`src/rtl/tbs_pkg.sv`:
```
package tbs_pkg;
  // Control register fields; widths fixed by the register layout
  typedef struct packed {
    logic [4:0] len_code;
    logic [4:0] base;
  } tbs_ctrl_t;
endpackage

```
`src/rtl/tbs_ctrl.sv`:
```
module tbs_ctrl
  import tbs_pkg::*;
#(
  parameter int MAX_XFER = 18,
  parameter int IDX_W    = 5,
  parameter int DW       = 16
) (
  input  logic             clk,
  input  logic             rst_n,
  input  logic             ctrl_we,
  input  logic [DW-1:0]    wdata,
  input  logic             step,
  output tbs_ctrl_t        ctrl,
  output logic [IDX_W-1:0] idx,
  output logic [DW-1:0]    ctrl_word
);
  localparam int LEN_W = 6;

  tbs_ctrl_t        ctrl_nxt;
  logic [IDX_W-1:0] idx_nxt;
  logic [LEN_W-1:0] len_eff;
  logic             last;

  always_comb begin
    if (ctrl.len_code >= 5'(MAX_XFER - 1)) len_eff = LEN_W'(MAX_XFER);
    else                                   len_eff = {1'b0, ctrl.len_code} + 6'd1;
    last = (LEN_W'(idx) == len_eff - 6'd1);
  end

  always_comb begin
    ctrl_nxt = ctrl;
    idx_nxt  = idx;
    if (ctrl_we) begin
      ctrl_nxt.len_code = wdata[12:8];
      ctrl_nxt.base     = wdata[4:0];
      idx_nxt           = '0;
    end else if (step) begin
      idx_nxt = last ? '0 : idx + IDX_W'(1);
    end
  end

  always_ff @(posedge clk or negedge rst_n) begin
    if (!rst_n) begin
      ctrl <= '0;
      idx  <= '0;
    end else if (ctrl_we || step) begin
      ctrl <= ctrl_nxt;
      idx  <= idx_nxt;
    end
  end

  assign ctrl_word = DW'({3'b000, ctrl.len_code, 3'b000, ctrl.base});


  idx_step_chk: assert property (@(posedge clk) disable iff (!rst_n)
    (step && !ctrl_we && !last) |=> idx == $past(idx) + IDX_W'(1));


  idx_clear_chk: assert property (@(posedge clk) disable iff (!rst_n)
    ctrl_we |=> idx == '0);


  idx_bound_chk: assert property (@(posedge clk) disable iff (!rst_n)
    idx < IDX_W'(MAX_XFER));
endmodule

```
`src/rtl/tbs_regfile.sv`:
```
module tbs_regfile #(
  parameter int NREG = 32,
  parameter int DW   = 16,
  parameter int RA_W = $clog2(NREG)
) (
  input  logic            clk,
  input  logic            rst_n,
  input  logic            we,
  input  logic [RA_W-1:0] addr,
  input  logic [DW-1:0]   wdata,
  output logic [DW-1:0]   rdata
);
  logic [NREG-1:0][DW-1:0] mem;

  for (genvar g = 0; g < NREG; g++) begin : g_reg
    logic en;
    assign en = we && (addr == RA_W'(g));
    always_ff @(posedge clk or negedge rst_n) begin
      if (!rst_n)  mem[g] <= '0;
      else if (en) mem[g] <= wdata;
    end
  end

  assign rdata = mem[addr];


  regfile_hold_chk: assert property (@(posedge clk) disable iff (!rst_n)
    !we |=> $stable(mem));
endmodule

```
`src/rtl/tbs_seq.sv`:
```
module tbs_seq
  import tbs_pkg::*;
#(
  parameter int NREG     = 32,
  parameter int DW       = 16,
  parameter int AW       = 6,
  parameter int MAX_XFER = 18
) (
  input  logic          clk,
  input  logic          rst_n,
  input  logic [AW-1:0] bus_addr,
  input  logic          bus_wr,
  input  logic          bus_rd,
  input  logic          bus_byte,
  input  logic [DW-1:0] bus_wdata,
  output logic [DW-1:0] bus_rdata
);
  localparam int RA_W       = $clog2(NREG);
  localparam int IDX_W      = $clog2(MAX_XFER);
  localparam int TW         = 7;
  localparam int CTRL_ADDR  = NREG;
  localparam int BURST_ADDR = NREG + 1;

  tbs_ctrl_t        ctrl;
  logic [IDX_W-1:0] idx;
  logic [DW-1:0]    ctrl_word;
  logic             hit_dir, hit_ctrl, hit_burst;
  logic [TW-1:0]    tgt;
  logic             tgt_ok;
  logic             rf_we;
  logic [RA_W-1:0]  rf_addr;
  logic [DW-1:0]    rf_wdata, rf_rdata;

  always_comb begin
    hit_dir   = bus_addr < AW'(NREG);
    hit_ctrl  = bus_addr == AW'(CTRL_ADDR);
    hit_burst = bus_addr == AW'(BURST_ADDR);
    tgt       = TW'(ctrl.base) + TW'(idx);
    tgt_ok    = tgt < TW'(NREG);
    rf_we     = bus_wr && (hit_dir || (hit_burst && tgt_ok));
    rf_addr   = hit_burst ? tgt[RA_W-1:0] : bus_addr[RA_W-1:0];
    rf_wdata  = (hit_burst && bus_byte) ? {{(DW-8){1'b0}}, bus_wdata[7:0]} : bus_wdata;
    if (hit_dir)
      bus_rdata = rf_rdata;
    else if (hit_ctrl)
      bus_rdata = ctrl_word;
    else if (hit_burst && tgt_ok)
      bus_rdata = bus_byte ? {{(DW-8){1'b0}}, rf_rdata[7:0]} : rf_rdata;
    else
      bus_rdata = '0;
  end

  tbs_ctrl #(.MAX_XFER(MAX_XFER), .IDX_W(IDX_W), .DW(DW)) i_ctrl (
    .clk       (clk),
    .rst_n     (rst_n),
    .ctrl_we   (bus_wr && hit_ctrl),
    .wdata     (bus_wdata),
    .step      ((bus_rd || bus_wr) && hit_burst),
    .ctrl      (ctrl),
    .idx       (idx),
    .ctrl_word (ctrl_word)
  );

  tbs_regfile #(.NREG(NREG), .DW(DW), .RA_W(RA_W)) i_rf (
    .clk   (clk),
    .rst_n (rst_n),
    .we    (rf_we),
    .addr  (rf_addr),
    .wdata (rf_wdata),
    .rdata (rf_rdata)
  );


  ctrl_rsvd_chk: assert property (@(posedge clk) disable iff (!rst_n)
    hit_ctrl |-> (bus_rdata[15:13] == 3'b000 && bus_rdata[7:5] == 3'b000));


  high_zero_chk: assert property (@(posedge clk) disable iff (!rst_n)
    (bus_addr > AW'(BURST_ADDR)) |-> bus_rdata == '0);
endmodule

```
`config.mk`:
```
export PLATFORM = sky130hd
export DESIGN_NAME = tbs_seq
export DESIGN_NICKNAME = d
export VERILOG_FILES = /design/src/rtl/tbs_pkg.sv /design/src/rtl/tbs_ctrl.sv /design/src/rtl/tbs_regfile.sv /design/src/rtl/tbs_seq.sv
export SDC_FILE = /design/constraint.sdc
export NUM_CORES = 1
export LEC_CHECK = 0
export BUFFER_PORTS_ARGS = -buffer_cell sky130_fd_sc_hd__clkbuf_2
export CELL_PAD_IN_SITES_DETAIL_PLACEMENT = 1
export CELL_PAD_IN_SITES_GLOBAL_PLACEMENT = 2
export CORE_UTILIZATION = 39
export DETAILED_ROUTE_END_ITERATION = 16
export PLACE_DENSITY = 0.79
export SETUP_SLACK_MARGIN = 0.15
export SLEW_MARGIN = 0
export SYNTH_ARGS = -nofsm -noshare
export SYNTH_HDL_FRONTEND = slang
export SYNTH_SLANG_ARGS = --single-unit
export TNS_END_PERCENT = 5
```
`constraint.sdc`:
```
create_clock -name clk -period 3.9 [get_ports clk]
set_input_delay 0.78 -clock clk [delete_from_list [all_inputs] [get_ports clk]]
set_output_delay 0.78 -clock clk [all_outputs]
set_load 0.005 [all_outputs]
```
==> impl_metrics.prom <==
# TYPE chip_impl_metric gauge
chip_impl_metric{name="area_enclosed_by_the_die_boundary",unit="mm²"} 0.0648
chip_impl_metric{name="timing_worst_slew_pin_value",unit="ps"} 875
chip_impl_metric{name="cp_data_required_time",unit="ps"} 3120
chip_impl_metric{name="coreArea",unit="mm²"} 0.0631
chip_impl_metric{name="seq_area_frac_synth",unit=""} 0.530
chip_impl_metric{name="num_io_pins",unit=""} 43
chip_impl_metric{name="hold_viol",unit=""} 0
chip_impl_metric{name="finalCriticalPeriod",unit="ps"} 4500
chip_impl_info{name="critical_path.endpoint_type",value="output pin"} 1
chip_impl_metric{name="detail_route.iter0.violations",unit=""} 1295
chip_impl_info{name="clock_tree_from_tritoncts",value="yes"} 1
chip_impl_metric{name="worst_clock_skew",unit="ps"} 43.5
chip_impl_info{name="cts.root.buffer_cell",value="sky130_fd_sc_hd__clkbuf_16"} 1
chip_impl_metric{name="finalCritPeriodShare",unit=""} 1.15
chip_impl_info{name="origin_of_the_critical_flop_to_flop_path",value="i_ctrl.ctrl[0]$_DFFE_PN0P_"} 1
chip_impl_info{name="run_status",value="finished with violations"} 1
chip_impl_metric{name="post_synth_instance_area",unit="mm²"} 0.0249
chip_impl_info{name="worst_hold_path_type",value="input port to async pin"} 1
chip_impl_metric{name="die-width",unit="µm"} 255
chip_impl_metric{name="area.growth.synth_to_final",unit="%"} 20.1
chip_impl_metric{name="gp_congestion",unit=""} 0.862
chip_impl_metric{name="final_max_slew_viol_count",unit=""} 0
chip_impl_metric{name="synthDominantCellAreaShare",unit=""} 0.530
chip_impl_metric{name="reg2reg_slack",unit="ps"} 420
chip_impl_metric{name="syn_nets",unit=""} 2186
chip_impl_metric{name="vias",unit=""} 18100
chip_impl_metric{name="total_leakage_power",unit="nW"} 13.7
chip_impl_metric{name="clock_latency_at_the_later_pin_of_the_worst_skew_pair",unit="ps"} 650
chip_impl_metric{name="die_h",unit="µm"} 255
chip_impl_info{name="library_cell_with_the_highest_instance_count_after_synthesis",value="sky130_fd_sc_hd__dfrtp_1"} 1
chip_impl_metric{name="layout.filler_cells",unit=""} 6654
chip_impl_metric{name="io_buffers",unit=""} 42
chip_impl_info{name="yosys_most_used_dff",value="sky130_fd_sc_hd__dfrtp_1"} 1
chip_impl_metric{name="number_of_global_route_vias_before_repair",unit=""} 19900
chip_impl_info{name="setup.worst_path.class",value="register to output pin"} 1
chip_impl_metric{name="yosys.cell_types.count",unit=""} 59
chip_impl_metric{name="layout_setup_ws",unit="ps"} -597
chip_impl_metric{name="drt_pre_antenna_iters",unit=""} 5
chip_impl_metric{name="antenna_violations_before_repair",unit=""} 3
chip_impl_metric{name="report.final.setup_viol",unit=""} 16
chip_impl_metric{name="tritoncts.num_buffers",unit=""} 59
chip_impl_info{name="critical_path.startpoint",value="i_ctrl.ctrl[0]$_DFFE_PN0P_"} 1
chip_impl_metric{name="cts_htree_levels",unit=""} 2
chip_impl_metric{name="dp_hpwl",unit="mm"} 54.1
chip_impl_metric{name="synth-warning-count",unit=""} 0
chip_impl_metric{name="drc",unit=""} 0
chip_impl_metric{name="synth-edff-count",unit=""} 0
chip_impl_metric{name="r2r.worst_path.cells",unit=""} 13
chip_impl_metric{name="cts_buffer_depth",unit=""} 3
chip_impl_metric{name="synth.ff_latch_count",unit=""} 527
chip_impl_metric{name="finalSetupTns",unit="ps"} -8150
chip_impl_metric{name="nets_final",unit=""} 2316
chip_impl_metric{name="critical_path_arrival",unit="ps"} 3720
chip_impl_metric{name="route.detailed.wl_per_inst",unit="µm"} 25.4
chip_impl_metric{name="syn-instance-count",unit=""} 2149
chip_impl_metric{name="finalCoreUtilization",unit=""} 0.474
chip_impl_info{name="worstSetupStartpointType",value="register"} 1
chip_impl_metric{name="timing.critical_path.fanout_max",unit=""} 7
chip_impl_info{name="worst_r2r_endpoint",value="i_rf.mem[454]$_DFFE_PN0P_"} 1
chip_impl_metric{name="grt_first_pass_wirelength",unit="mm"} 125
chip_impl_metric{name="drive_gt1_frac",unit=""} 0.350
chip_impl_info{name="critical_path.endpoint",value="bus_rdata[1]"} 1
chip_impl_metric{name="synth_area_per_cell",unit="µm²"} 11.6
chip_impl_metric{name="total_number_of_placement_rows",unit=""} 92
chip_impl_metric{name="p_per_area",unit="mW/mm²"} 491
chip_impl_metric{name="grt_max_degree",unit=""} 82
chip_impl_metric{name="clkSlewWorstSetupHoldPaths",unit="ps"} 60
chip_impl_info{name="synthTopCellsByArea",value="sky130_fd_sc_hd__dfrtp_1 53%, sky130_fd_sc_hd__mux2_2 13%, sky130_fd_sc_hd__mux4_2 7.2%, sky130_fd_sc_hd__nand2_1 5.8%, sky130_fd_sc_hd__o21ai_0 4.4%"} 1
chip_impl_metric{name="fmaxAchievable",unit="MHz"} 222
chip_impl_info{name="setup_repair_after_global_routing_missed_its_margin",value="yes"} 1
chip_impl_metric{name="grtUsageTotal",unit=""} 0.257
chip_impl_metric{name="detail_route.vias_per_cell",unit=""} 5.69
chip_impl_metric{name="antenna_violating_nets_post_route",unit=""} 0
chip_impl_metric{name="clkSinkCount",unit=""} 527
chip_impl_metric{name="globalRouteOverflowTotal",unit=""} 0
chip_impl_info{name="netlist.top_cell.by_area",value="sky130_fd_sc_hd__dfrtp_1"} 1
chip_impl_metric{name="post_route_wl",unit="mm"} 80.6
chip_impl_metric{name="max-slew-margin-rel",unit=""} 0.416
chip_impl_metric{name="peakVddDrop",unit="V"} 0.000326
chip_impl_metric{name="postSynth.asyncResetShare",unit=""} 1.00
chip_impl_info{name="synth_top_cells_by_count",value="527 x sky130_fd_sc_hd__dfrtp_1, 383 x sky130_fd_sc_hd__nand2_1, 296 x sky130_fd_sc_hd__mux2_2"} 1
chip_impl_info{name="failed_checks",value="negative setup slack"} 1
chip_impl_metric{name="maxCapViolCount",unit=""} 0
chip_impl_metric{name="initial_core_util",unit=""} 0.394
## worst min-delay path by stage
stage,start,endpoint,depth (start not counted)
floorplan,i_rf.mem[111]$_DFFE_PN0P_,i_rf.mem[111]$_DFFE_PN0P_,2
global placement,i_rf.mem[251]$_DFFE_PN0P_,i_rf.mem[251]$_DFFE_PN0P_,2
detailed placement,i_rf.mem[431]$_DFFE_PN0P_,i_rf.mem[431]$_DFFE_PN0P_,2
CTS,rst_n,i_rf.mem[349]$_DFFE_PN0P_,1
global route,rst_n,i_rf.mem[288]$_DFFE_PN0P_,1
finish,rst_n,i_ctrl.idx[2]$_DFFE_PN0P_,1
## repair_timing
| action | in CTS | in global routing |
|---|---|---|
| setup endpoints to repair | 16 | 16 |
| gates resized for setup | 57 | 15 |
| pin swaps | 20 | 4 |
| gates cloned | 2 | 0 |
| buffers inserted | 13 | 3 |
| hold buffers | 0 | 0 |
## critical path, stage by stage (launching register included)
cell and delay, ps:
sky130_fd_sc_hd__dfrtp_1 380, sky130_fd_sc_hd__ha_2 200, sky130_fd_sc_hd__inv_2 50, sky130_fd_sc_hd__fa_1 440
sky130_fd_sc_hd__nor2b_2 200, sky130_fd_sc_hd__a21o_4 210, sky130_fd_sc_hd__buf_6 130, sky130_fd_sc_hd__buf_6 100
sky130_fd_sc_hd__buf_8 120, sky130_fd_sc_hd__buf_6 100, sky130_fd_sc_hd__mux2i_2 220, sky130_fd_sc_hd__a211oi_2 100
sky130_fd_sc_hd__a31oi_1 240, sky130_fd_sc_hd__a211oi_2 120, sky130_fd_sc_hd__or3_1 350, sky130_fd_sc_hd__clkbuf_2 130
## state kept, by name (all words and copies together) (netlist names)
register,flops
i_ctrl.ctrl,10
i_ctrl.idx,5
i_rf.mem,512
## area by class of cell
cell class / instances / area, µm² / area share
Sequential cell: 527 / 13200 / 0.441
Multi-Input combinational cell: 1401 / 11000 / 0.367
Timing Repair Buffer: 271 / 2580 / 0.0862
Clock buffer: 84 / 1670 / 0.0559
Tap cell: 846 / 1060 / 0.0354
Clock inverter: 24 / 338 / 0.0113
Inverter: 19 / 71.3 / 0.00239
Antenna cell: 2 / 5.00 / 0.000167
## cells by family (layout without fill, tap and decap cells)
logic type / count (synthesis) / after routing / share of synthesized area
adder cells (fa/ha/maj): 10 / 10 / 0.00533
other: 0 / 2 / 0
AND/OR/NAND/NOR: 573 / 573 / 0.101
flip-flops: 527 / 527 / 0.530
AO/OA/AOI/OAI: 378 / 378 / 0.0887
multiplexers: 429 / 429 / 0.232
buffers and inverters: 221 / 398 / 0.0388
XOR/XNOR: 11 / 11 / 0.00387
## per-layer routing
layer,vias to the layer above,part of all wire,global-route usage
met2,432,0.48,0.421
met4,2,0.031,0.0857
li1,7881,-,-
met3,147,0.048,0.0385
met1,9590,0.44,0.350
met5,-,0.00021,0
## layout by cell type, fill, tap and decap left out, types with 6 or more instances in the layout
cell,count
sky130_fd_sc_hd__or4_1,10
sky130_fd_sc_hd__nand2b_1,9
sky130_fd_sc_hd__nand3_1,72
sky130_fd_sc_hd__and2_1,12
sky130_fd_sc_hd__clkbuf_1,15
sky130_fd_sc_hd__clkbuf_8,10
sky130_fd_sc_hd__mux2_1,15
sky130_fd_sc_hd__buf_4,170
sky130_fd_sc_hd__a21oi_1,43
sky130_fd_sc_hd__mux2i_1,15
sky130_fd_sc_hd__dfrtp_1,527
sky130_fd_sc_hd__ha_1,8
sky130_fd_sc_hd__a2111o_1,6
sky130_fd_sc_hd__a211oi_2,11
sky130_fd_sc_hd__a211oi_1,24
sky130_fd_sc_hd__mux2_2,296
sky130_fd_sc_hd__mux2_4,20
sky130_fd_sc_hd__buf_12,41
sky130_fd_sc_hd__nor2_1,30
sky130_fd_sc_hd__bufinv_16,7
sky130_fd_sc_hd__clkbuf_16,59
sky130_fd_sc_hd__buf_6,13
sky130_fd_sc_hd__nor3_1,6
sky130_fd_sc_hd__mux4_2,79
sky130_fd_sc_hd__a31oi_1,17
sky130_fd_sc_hd__o21ai_0,216
sky130_fd_sc_hd__nand2_1,382
sky130_fd_sc_hd__inv_1,18
sky130_fd_sc_hd__clkinv_2,11
sky130_fd_sc_hd__nand4_1,13
sky130_fd_sc_hd__o22ai_1,8
sky130_fd_sc_hd__or3_1,9
sky130_fd_sc_hd__clkbuf_2,41
## through the flow
step	setup WS [ps]	hold slack (ps)	cell area (µm²)	instances	power [mW]
after global routing	-693	226	29900	3173	15.2
after floorplan	19.1	444	24900	2149	7.96
final	-597	188	29900	3174	14.7
after global placement	-400	456	27400	3046	8.70
after CTS	-572	179	29800	3169	14.7
after detailed placement	-428	466	27400	3046	8.85
## power breakdown
part	internal, mW	total [mW]	switching, mW
Sequential	6.22	6.67	0.443
Combinational	1.09	2.21	1.12
Clock	3.44	5.78	2.34
Total	10.8	14.7	3.90
Power figures use the tool's default switching activity.
